### src/rtl/i2c_cmd_pkg.sv
package i2c_cmd_pkg;
  localparam int BYTE_W = 8;
  localparam int ADDR_W = 7;
  localparam int CMD_W  = BYTE_W + 3;

  typedef enum logic [2:0] {
    S_IDLE, S_START, S_ADDR, S_BYTE, S_HOLD, S_STOP
  } seqState_t;

  typedef struct packed {
    logic accept;
    logic flushCmd;
    logic flushRx;
    logic loadAddr;
    logic loadData;
    logic sample;
    logic shift;
    logic rxPush;
  } dpStrobe_t;
endpackage

### src/rtl/i2c_cmd_fifo.sv
module i2c_cmd_fifo #(
  parameter int W     = 8,
  parameter int DEPTH = 4
) (
  input  logic         clk,
  input  logic         rstN,
  input  logic         flush,
  input  logic         push,
  input  logic [W-1:0] din,
  input  logic         pop,
  output logic [W-1:0] dout,
  output logic         empty,
  output logic         full
);
  localparam int AW = $clog2(DEPTH);

  logic [W-1:0] mem [DEPTH];
  logic [AW:0]  wrPtr, rdPtr;

  assign empty = (wrPtr == rdPtr);
  assign full  = (wrPtr[AW] != rdPtr[AW]) && (wrPtr[AW-1:0] == rdPtr[AW-1:0]);
  assign dout  = mem[rdPtr[AW-1:0]];

  always_ff @(posedge clk or negedge rstN) begin
    if (!rstN) begin
      wrPtr <= '0;
      rdPtr <= '0;
    end else if (flush) begin
      wrPtr <= '0;
      rdPtr <= '0;
    end else begin
      if (push && !full) wrPtr <= wrPtr + 1'b1;
      if (pop && !empty) rdPtr <= rdPtr + 1'b1;
    end
  end

  always_ff @(posedge clk) begin
    if (push && !full && !flush) mem[wrPtr[AW-1:0]] <= din;
  end
endmodule

### src/rtl/i2c_cmd_datapath.sv
module i2c_cmd_datapath
  import i2c_cmd_pkg::*;
#(
  parameter int CMD_DEPTH = 4,
  parameter int RX_DEPTH  = 4
) (
  input  logic              clk,
  input  logic              rstN,
  input  dpStrobe_t         st,
  input  logic [ADDR_W-1:0] targetAddr,
  input  logic              cmdPush,
  input  logic [CMD_W-1:0]  cmdWord,
  input  logic              rxPop,
  input  logic              sdaIn,
  output logic [2:0]        cmdFlags,
  output logic              cmdEmpty,
  output logic              cmdFull,
  output logic [BYTE_W-1:0] rxData,
  output logic              rxEmpty,
  output logic              rxFull,
  output logic              txBit,
  output logic              sampled
);
  logic [CMD_W-1:0]  cmdHead;
  logic [BYTE_W-1:0] shiftReg;

  i2c_cmd_fifo #(.W(CMD_W), .DEPTH(CMD_DEPTH)) u_cmdQ (
    .clk(clk), .rstN(rstN), .flush(st.flushCmd),
    .push(cmdPush && st.accept), .din(cmdWord),
    .pop(st.loadData), .dout(cmdHead), .empty(cmdEmpty), .full(cmdFull)
  );

  i2c_cmd_fifo #(.W(BYTE_W), .DEPTH(RX_DEPTH)) u_rxQ (
    .clk(clk), .rstN(rstN), .flush(st.flushRx),
    .push(st.rxPush), .din(shiftReg),
    .pop(rxPop), .dout(rxData), .empty(rxEmpty), .full(rxFull)
  );

  assign cmdFlags = cmdHead[CMD_W-1:BYTE_W];
  assign txBit    = shiftReg[BYTE_W-1];

  always_ff @(posedge clk or negedge rstN) begin
    if (!rstN) begin
      shiftReg <= '0;
      sampled  <= 1'b1;
    end else begin
      if (st.sample) sampled <= sdaIn;
      if (st.loadAddr)      shiftReg <= {targetAddr, cmdFlags[0]};
      else if (st.loadData) shiftReg <= cmdHead[BYTE_W-1:0];
      else if (st.shift)    shiftReg <= {shiftReg[BYTE_W-2:0], sampled};
    end
  end
endmodule

### src/rtl/i2c_cmd_ctrl.sv
module i2c_cmd_ctrl
  import i2c_cmd_pkg::*;
(
  input  logic       clk,
  input  logic       rstN,
  input  logic       tick,
  input  logic       enableReq,
  input  logic       restartEn,
  input  logic       cmdEmpty,
  input  logic [2:0] cmdFlags,
  input  logic       txBit,
  input  logic       sampled,
  output dpStrobe_t  st,
  output logic       sclOut,
  output logic       sdaOut,
  output logic       enableStat,
  output logic       txAbort,
  output logic       busy
);
  localparam logic [3:0] ACK_SLOT = 4'(BYTE_W);

  seqState_t  state;
  logic [1:0] phase;
  logic [3:0] bitCnt;
  logic dirRead, curRead, curStop, fromOwned, abortFlag;
  logic inBit, endBit, ackEnd, nackSeen, needRe, loadByte;

  always_comb begin
    inBit    = (state == S_ADDR) || (state == S_BYTE);
    endBit   = inBit && tick && (phase == 2'd3);
    ackEnd   = endBit && (bitCnt == ACK_SLOT);
    nackSeen = ackEnd && sampled && ((state == S_ADDR) || !curRead);
    needRe   = cmdFlags[2] || (cmdFlags[0] != dirRead);
    loadByte = (ackEnd && (state == S_ADDR) && !sampled) ||
               ((state == S_HOLD) && !cmdEmpty && !needRe);
    st.accept   = enableStat && !abortFlag;
    st.flushCmd = !enableStat || nackSeen;
    st.flushRx  = !enableStat;
    st.loadAddr = (state == S_START) && tick && (phase == 2'd3);
    st.loadData = loadByte;
    st.sample   = inBit && tick && (phase == 2'd2);
    st.shift    = endBit && (bitCnt != ACK_SLOT);
    st.rxPush   = ackEnd && (state == S_BYTE) && curRead;
  end

  always_comb begin
    sclOut = 1'b1;
    sdaOut = 1'b1;
    case (state)
      S_START: begin
        sclOut = (phase == 2'd0) ? !fromOwned : (phase != 2'd3);
        sdaOut = !phase[1];
      end
      S_ADDR: begin
        sclOut = phase[1];
        sdaOut = (bitCnt != ACK_SLOT) ? txBit : 1'b1;
      end
      S_BYTE: begin
        sclOut = phase[1];
        if (bitCnt != ACK_SLOT) sdaOut = curRead ? 1'b1 : txBit;
        else                    sdaOut = curRead ? curStop : 1'b1;
      end
      S_HOLD: sclOut = 1'b0;
      S_STOP: begin
        sclOut = (phase != 2'd0);
        sdaOut = phase[1];
      end
      default: ;
    endcase
  end

  assign txAbort = abortFlag;
  assign busy    = (state != S_IDLE);

  always_ff @(posedge clk or negedge rstN) begin
    if (!rstN) begin
      state      <= S_IDLE;
      phase      <= '0;
      bitCnt     <= '0;
      dirRead    <= 1'b0;
      curRead    <= 1'b0;
      curStop    <= 1'b0;
      fromOwned  <= 1'b0;
      abortFlag  <= 1'b0;
      enableStat <= 1'b0;
    end else begin
      if ((inBit || state == S_START || state == S_STOP) && tick) phase <= phase + 1'b1;
      case (state)
        S_IDLE: begin
          enableStat <= enableReq;
          if (!enableStat) abortFlag <= 1'b0;
          if (enableStat && !abortFlag && !cmdEmpty) begin
            state     <= S_START;
            phase     <= '0;
            fromOwned <= 1'b0;
          end
        end
        S_START: if (tick && phase == 2'd3) begin
          state   <= S_ADDR;
          bitCnt  <= '0;
          dirRead <= cmdFlags[0];
        end
        S_ADDR, S_BYTE: if (endBit) begin
          if (bitCnt != ACK_SLOT) bitCnt <= bitCnt + 1'b1;
          else begin
            bitCnt <= '0;
            if (nackSeen) begin
              abortFlag <= 1'b1;
              state     <= S_STOP;
            end else if (state == S_BYTE) begin
              state <= curStop ? S_STOP : S_HOLD;
            end
          end
        end
        S_HOLD: if (!cmdEmpty && needRe) begin
          state     <= restartEn ? S_START : S_STOP;
          phase     <= '0;
          fromOwned <= 1'b1;
        end
        S_STOP: if (tick && phase == 2'd3) state <= S_IDLE;
        default: state <= S_IDLE;
      endcase
      if (loadByte) begin
        state   <= S_BYTE;
        phase   <= '0;
        bitCnt  <= '0;
        curRead <= cmdFlags[0];
        curStop <= cmdFlags[1];
      end
    end
  end
endmodule

### src/rtl/i2c_cmd_master.sv
module i2c_cmd_master
  import i2c_cmd_pkg::*;
#(
  parameter int CMD_DEPTH = 4,
  parameter int RX_DEPTH  = 4
) (
  input  logic              clk,
  input  logic              rstN,
  input  logic              enableReq,
  input  logic              restartEn,
  input  logic [ADDR_W-1:0] targetAddr,
  input  logic              tick,
  input  logic              cmdPush,
  input  logic [CMD_W-1:0]  cmdWord,
  input  logic              rxPop,
  output logic [BYTE_W-1:0] rxData,
  output logic [5:0]        status,
  output logic              enableStat,
  output logic              txAbort,
  output logic              sclOut,
  output logic              sdaOut,
  input  logic              sdaIn
);
  dpStrobe_t  strobes;
  logic [2:0] cmdFlags;
  logic cmdEmpty, cmdFull, rxEmpty, rxFull, txBit, sampled, busy;

  i2c_cmd_ctrl u_ctrl (
    .clk(clk), .rstN(rstN), .tick(tick), .enableReq(enableReq),
    .restartEn(restartEn), .cmdEmpty(cmdEmpty), .cmdFlags(cmdFlags),
    .txBit(txBit), .sampled(sampled), .st(strobes), .sclOut(sclOut),
    .sdaOut(sdaOut), .enableStat(enableStat), .txAbort(txAbort), .busy(busy)
  );

  i2c_cmd_datapath #(.CMD_DEPTH(CMD_DEPTH), .RX_DEPTH(RX_DEPTH)) u_dp (
    .clk(clk), .rstN(rstN), .st(strobes), .targetAddr(targetAddr),
    .cmdPush(cmdPush), .cmdWord(cmdWord), .rxPop(rxPop), .sdaIn(sdaIn),
    .cmdFlags(cmdFlags), .cmdEmpty(cmdEmpty), .cmdFull(cmdFull),
    .rxData(rxData), .rxEmpty(rxEmpty), .rxFull(rxFull),
    .txBit(txBit), .sampled(sampled)
  );

  assign status = {busy, rxFull, !rxEmpty, cmdEmpty, !cmdFull, busy || !cmdEmpty};
endmodule

### config.mk
export PLATFORM = sky130hd
export DESIGN_NAME = i2c_cmd_master
export DESIGN_NICKNAME = d
export VERILOG_FILES = /design/src/rtl/i2c_cmd_pkg.sv /design/src/rtl/i2c_cmd_fifo.sv /design/src/rtl/i2c_cmd_datapath.sv /design/src/rtl/i2c_cmd_ctrl.sv /design/src/rtl/i2c_cmd_master.sv
export SDC_FILE = /design/constraint.sdc
export NUM_CORES = 1
export LEC_CHECK = 0
export BUFFER_PORTS_ARGS = -buffer_cell sky130_fd_sc_hd__buf_4
export CAP_MARGIN = 20
export CORE_UTILIZATION = 30
export DETAILED_ROUTE_END_ITERATION = 8
export PLACE_DENSITY_LB_ADDON = 0.08
export REMOVE_ABC_BUFFERS = 1
export SLEW_MARGIN = 5
export SYNTH_ARGS = -nofsm -noshare
export SYNTH_HDL_FRONTEND = slang
export SYNTH_SLANG_ARGS = --single-unit
### constraint.sdc
create_clock -name clk -period 5.5 [get_ports clk]
set_clock_uncertainty 0.2 [all_clocks]
set_input_delay 1.1 -clock clk [delete_from_list [all_inputs] [get_ports clk]]
set_output_delay 1.1 -clock clk [all_outputs]
set_load 0.02 [all_outputs]
# Word level (Yosys, flattened, before mapping)
# Memory sizes are Yosys's and may differ from the RTL's.
# Index checks and enable logic that the tools add are counted.
[classes]
eq_ne = 32
addsub = 6
reduce_logical = 65
mux = 52
[ops]
columns = ["operator", "count"]
rows = [
  ["3-bit two-way mux", 18],
  ["1-bit logical AND", 29],
  ["8-bit two-way mux", 3],
  ["1-bit two-way mux", 16],
  ["4-bit two-way mux", 4],
  ["3-bit case mux with 5 select lines", 1],
  ["3-bit by 1-bit adder with 3-bit output (second input constant)", 4],
  ["1-bit zero test", 12],
  ["3-bit by 2-bit inequality test with 1-bit output (second input constant)", 4],
  ["2-bit by 1-bit inequality test with 1-bit output (second input constant)", 5],
  ["2-bit nonzero test", 5],
  ["3-bit nonzero test", 3],
  ["1-bit logical OR", 8],
  ["2-bit two-way mux", 4],
  ["2-bit inequality test (second input constant)", 4],
  ["1-bit case mux with 4 select lines", 2],
  ["4-bit case mux with 2 select lines", 1],
  ["7-bit AND reduction", 1],
  ["3-bit by 2-bit == test with 1-bit output (second input constant)", 2],
  ["3-bit == test", 2],
  ["3-bit == test (second input constant)", 2],
  ["3-bit by 1-bit inequality test with 1-bit output (second input constant)", 2],
  ["3-bit AND reduction", 2],
  ["5-bit AND reduction", 1],
  ["15 further kinds", 20],
]
[totals]
output_inout_bits = 18
reg_bits = 36
mem_count = 2
ram_bits = 76
word_cells = 172
[mem_list]
columns = ["memory", "words", "word_bits", "read_ports", "rd_clocked_by_memory_dff", "write_ports", "line", "text"]
rows = [
  ["u_dp.u_cmdQ.mem", 4, 11, 1, 0, 1, "i2c_cmd_fifo.sv:17", "logic [W-1:0] mem [DEPTH];"],
  ["u_dp.u_rxQ.mem", 4, 8, 1, 0, 1, "i2c_cmd_fifo.sv:17", ""],
]

# Depth between registers and ports, before layout
[depth]
word_depth = 12
mapped_depth = 8
mapped_depth_nobuf = 7

# Modules after synthesis
# From an unflattened synthesis, not the netlist that was laid out.
[unflattened]
hier_cells = 403
area_unflattened_um2 = 5471.5
[by_module_without_submodules]
columns = ["mod", "seq_area_each_um2", "instances", "area_per_inst_um2", "cells_each"]
rows = [
  ["i2c_cmd_fifo at u_dp.u_cmdQ", 1471.4, 1, 2150.8, 122],
  ["i2c_cmd_fifo at u_dp.u_rxQ", 1111.1, 1, 1735.4, 110],
  ["i2c_cmd_ctrl", 375.4, 1, 1049.8, 118],
  ["i2c_cmd_datapath", 226.5, 1, 499.2, 47],
  ["i2c_cmd_master", 0.0, 1, 36.3, 6],
]

# Worst setup path after synthesis
# No wires, ideal clock.
[synth_timing]
path_kind = "input-to-reg"
from = "input port cmdPush"
to = "memory u_dp.u_cmdQ.mem[3][0] (netlist name), enable pin"
path_stages = 4
setup_time_ps = 378
path_slack_ps = 2762
arrival_time_ps = 2160
cell_sequence = "nand3b_1 -> a31oi_1 -> nand2_1 -> nor2_1"
[synth_via]
elab_chain_len = 5
[synth_rtl]
columns = ["element", "line", "text"]
rows = [
  ["start: declaration", "i2c_cmd_master.sv:13", "input logic cmdPush,"],
  ["1-bit logical AND", "i2c_cmd_datapath.sv:29", ".push(cmdPush && st.accept), .din(cmdWord),"],
  ["1-bit logical AND (2 in a row)", "i2c_cmd_fifo.sv:38", "if (push && !full && !flush) mem[wrPtr[AW-1:0]] <= din;"],
  ["1-bit two-way mux", "i2c_cmd_fifo.sv:38", ""],
  ["1-bit two-way mux (implied by the code)", "i2c_cmd_fifo.sv:38", ""],
  ["end: declaration", "i2c_cmd_fifo.sv:17", ""],
]
# Every way passes these cells.

# Worst setup path in the final report
[layout_timing]
from = "register u_dp.u_cmdQ.rdPtr[0]"
to = "output port status[0]"
[layout_via]
elab_chain_len = 3
[layout_rtl]
columns = ["element", "line", "text"]
rows = [
  ["start: declaration", "i2c_cmd_fifo.sv:18", "logic [AW:0] wrPtr, rdPtr;"],
  ["start signal: assignment", "i2c_cmd_fifo.sv:33", "if (pop && !empty) rdPtr <= rdPtr + 1'b1;"],
  ["3-bit == test", "i2c_cmd_fifo.sv:20", "assign empty = (wrPtr == rdPtr);"],
  ["1-bit zero test", "i2c_cmd_master.sv:43", "assign status = {busy, rxFull, !rxEmpty, cmdEmpty, !cmdFull, busy || !cmdEmpty};"],
  ["1-bit logical OR", "i2c_cmd_master.sv:43", ""],
  ["end: declaration", "i2c_cmd_master.sv:17", "output logic [5:0] status,"],
]
# Every way passes these cells.

==> run metrics <==
Area growth syn-to-layout=16.7%; # DRC=0; Synth Register Bits=112; DIE AREA=17200 um2; crit end category=output pin; endpoints failing hold=0; clock sink count=112; Setup CP Type=reg -> out; Pwr per Cell Area=376 nW/um2; cell row count=46; hold crit path type=reg -> reg; post-CTS setup buffers=0; clock transition time at the flip-flop clock pins of the worst setup and hold paths=0.08 ns; most frequent cells in the layout=edfxtp_1 (76), buf_4 (45), dfrtp_1 (35), nand2_1 (32), mux4_2 (19); Required @ worst endpoint=4.20 ns; Slew headroom=0.334; status=finished clean; Post-CTS Resized=0; Final Non-Filler Cells=609; CTS tree=done; unrepaired setup endpoints after global routing=false; slew at the pin with the worst max-slew slack=0.995 ns; CTS Buf Count=9; hold_sp=u_ctrl.curRead; most common cell after layout, fill and taps aside=edfxtp_1; Max Cap Violations=0; R2R depth=4; worst vdd ir=0.232 mV; num ports=44; Final HPWL DP=7100 um; peak fanout along the critical path=15; Finished Cell Area=5840 um2; htree depth=3; clock buffer depth=2; Synth Area per Inst=14.5 um2; Layout Nets=429; core area=16100 um2; r2r startpoint=u_dp.u_cmdQ.rdPtr[0]; Synthesis Warnings=0; DRT iter0 DRCs=190; Synth Cell Area=5000 um2; Min-Delay Path Depth=2; startpoint types=flop; die height=131 um; setup TNS=0 ns; clk root buf=clkbuf_16; DRT Pass-1 Iters=4; Placed Instances=593; number of flops mapped to enable cells by yosys=76; CTS Hold Bufs=0; post-layout min period=3.66 ns; Max Clk Rate=0.273 GHz; layout cells sized above 1=0.232; FFs w/ async S/R, synth=0.321; Via density=4.69; # port buffers=43; Remaining Overflow, GRT=0; GPL Wtd Cong=0.714; Pins Over Slew Limit=0; Post-Route WL=10100 um; distinct cell type count after synthesis=52; worst hold endpoint=u_ctrl.curRead; fill count=1551; vias in the first global route=3051; initial antenna violation count=0; top_reg_cell synth=edfxtp_1; Clk Latency, worst-skew pair=0.35 ns; register area share after synthesis=0.636; P_leak=0.00224 uW; worst path arrival time=2.36 ns; Tcrit/Tclk final=0.666; Tot GR Track Use=0.125; Synth Instances=346; Avg WL per Cell=16.6 um; Chip Width=131 um; via count=2858; first-pass GRT wire length=16600 um; Reg2Reg Capture Point=u_dp.u_cmdQ.mem[3][7]; Initial Util=0.312; ant diodes=0; pin count of the biggest net entering global routing=37; Routed Antenna Nets=0; Post-Place Cell Area=5540 um2; Final Setup Violations=0; r2r setup slk=2.25 ns
worst max-delay path, stage by stage (launching register included):
cell,delay [ns]
dfrtp_1,0.68
xnor2_1,0.58
nand3_1,0.27
inv_1,0.23
nand2_1,0.08
buf_4,0.17
sequential cells by signal, indices dropped and copies added (netlist names), 2 cells and up:
name and count:
u_ctrl.bitCnt 4, u_ctrl.phase 2, u_ctrl.state 3, u_dp.shiftReg 8, u_dp.u_cmdQ.mem 44, u_dp.u_cmdQ.rdPtr 3
u_dp.u_cmdQ.wrPtr 3, u_dp.u_rxQ.mem 32, u_dp.u_rxQ.rdPtr 3, u_dp.u_rxQ.wrPtr 3
worst max-delay path by stage:
stage,from,end,slack (ns),cells after the start
2_1_floorplan,u_dp.u_cmdQ.rdPtr[0],status[0],2.48,4
3_3_place_gp,u_dp.u_cmdQ.rdPtr[0],status[0],2.22,5
3_5_place_dp,u_dp.u_cmdQ.rdPtr[0],u_dp.u_cmdQ.mem[3][5],2.13,4
4_1_cts,u_dp.u_cmdQ.rdPtr[0],status[0],1.76,5
5_1_grt,u_dp.u_cmdQ.rdPtr[0],status[0],1.55,5
6_report,u_dp.u_cmdQ.rdPtr[0],status[0],1.84,5
synthesized netlist by cell type (2+ instances only):
cell type / n / area, um2
edfxtp_1: 76 / 2280
dfrtp_1: 35 / 876
nand2_1: 32 / 120
mux4_2: 19 / 428
nor2_1: 17 / 63.8
ha_1: 15 / 188
inv_1: 14 / 52.6
a21oi_1: 13 / 65.1
xnor2_1: 12 / 105
nand3_1: 11 / 55.1
and3_1: 9 / 56.3
a22oi_1: 8 / 60.1
clkbuf_1: 8 / 30.0
nor2b_1: 6 / 37.5
nor3_1: 5 / 25.0
o21ai_0: 5 / 25.0
and2_1: 4 / 25.0
buf_4: 4 / 30.0
nand2b_1: 4 / 25.0
a21o_1: 3 / 22.5
a222oi_1: 3 / 30.0
mux2_2: 3 / 33.8
nand3b_1: 3 / 22.5
or3_1: 3 / 18.8
xor2_1: 3 / 26.3
a211o_1: 2 / 17.5
a31oi_1: 2 / 12.5
nand4_1: 2 / 12.5
nand4b_1: 2 / 17.5
cell type report:
type / instances / area, um2 / area share
clock inverter: 7 / 80.1 / 0.0137
sequential: 112 / 3180 / 0.545
inverter: 14 / 52.6 / 0.00900
timing repair buffer: 45 / 338 / 0.0578
clock buffer: 9 / 225 / 0.0386
multi-input combinational: 206 / 1690 / 0.289
tap: 216 / 270 / 0.0463
logic make-up (layout without fill, tap and decap cells):
group	after synthesis	after routing	synth area share
buffers and inverters	28	75	0.0258
multiplexers	23	23	0.0943
adder cells (fa/ha/maj)	15	15	0.0375
AO/OA/AOI/OAI	50	50	0.0748
XOR/XNOR	16	16	0.0295
flip-flops	112	112	0.636
AND/OR/NAND/NOR	102	102	0.102
per-layer routing:
| metal | part of all wire | vias up | GRT usage | routed length [um] |
|---|---|---|---|---|
| li1 | - | 1390 | - | - |
| met1 | 0.46 | 1410 | 0.163 | 4700 |
| met2 | 0.48 | 48 | 0.206 | 4900 |
| met3 | 0.037 | 10 | 0.0247 | 372 |
| met4 | 0.015 | 0 | 0.0471 | 155 |
| met5 | 0 | - | 0 | 0 |
power by group:
group | switching [uW] | internal (uW) | total (uW)
clock | 330 | 326 | 656
combinational | 255 | 186 | 441
sequential | 102 | 999 | 1100
per-stage QoR:
step | hold slack [ns] | power (uW) | setup slack, ns | utilization
after floorplan | 0.231 | 1390 | 2.48 | -
after global placement | 0.259 | 1570 | 2.22 | 0.345
after detailed placement | 0.265 | 1570 | 2.13 | 0.345
after CTS | 0.289 | 2240 | 1.76 | 0.364
after global routing | 0.319 | 2320 | 1.55 | 0.364
final | 0.281 | 2200 | 1.84 | 0.364
Power figures use the tool's default switching activity.
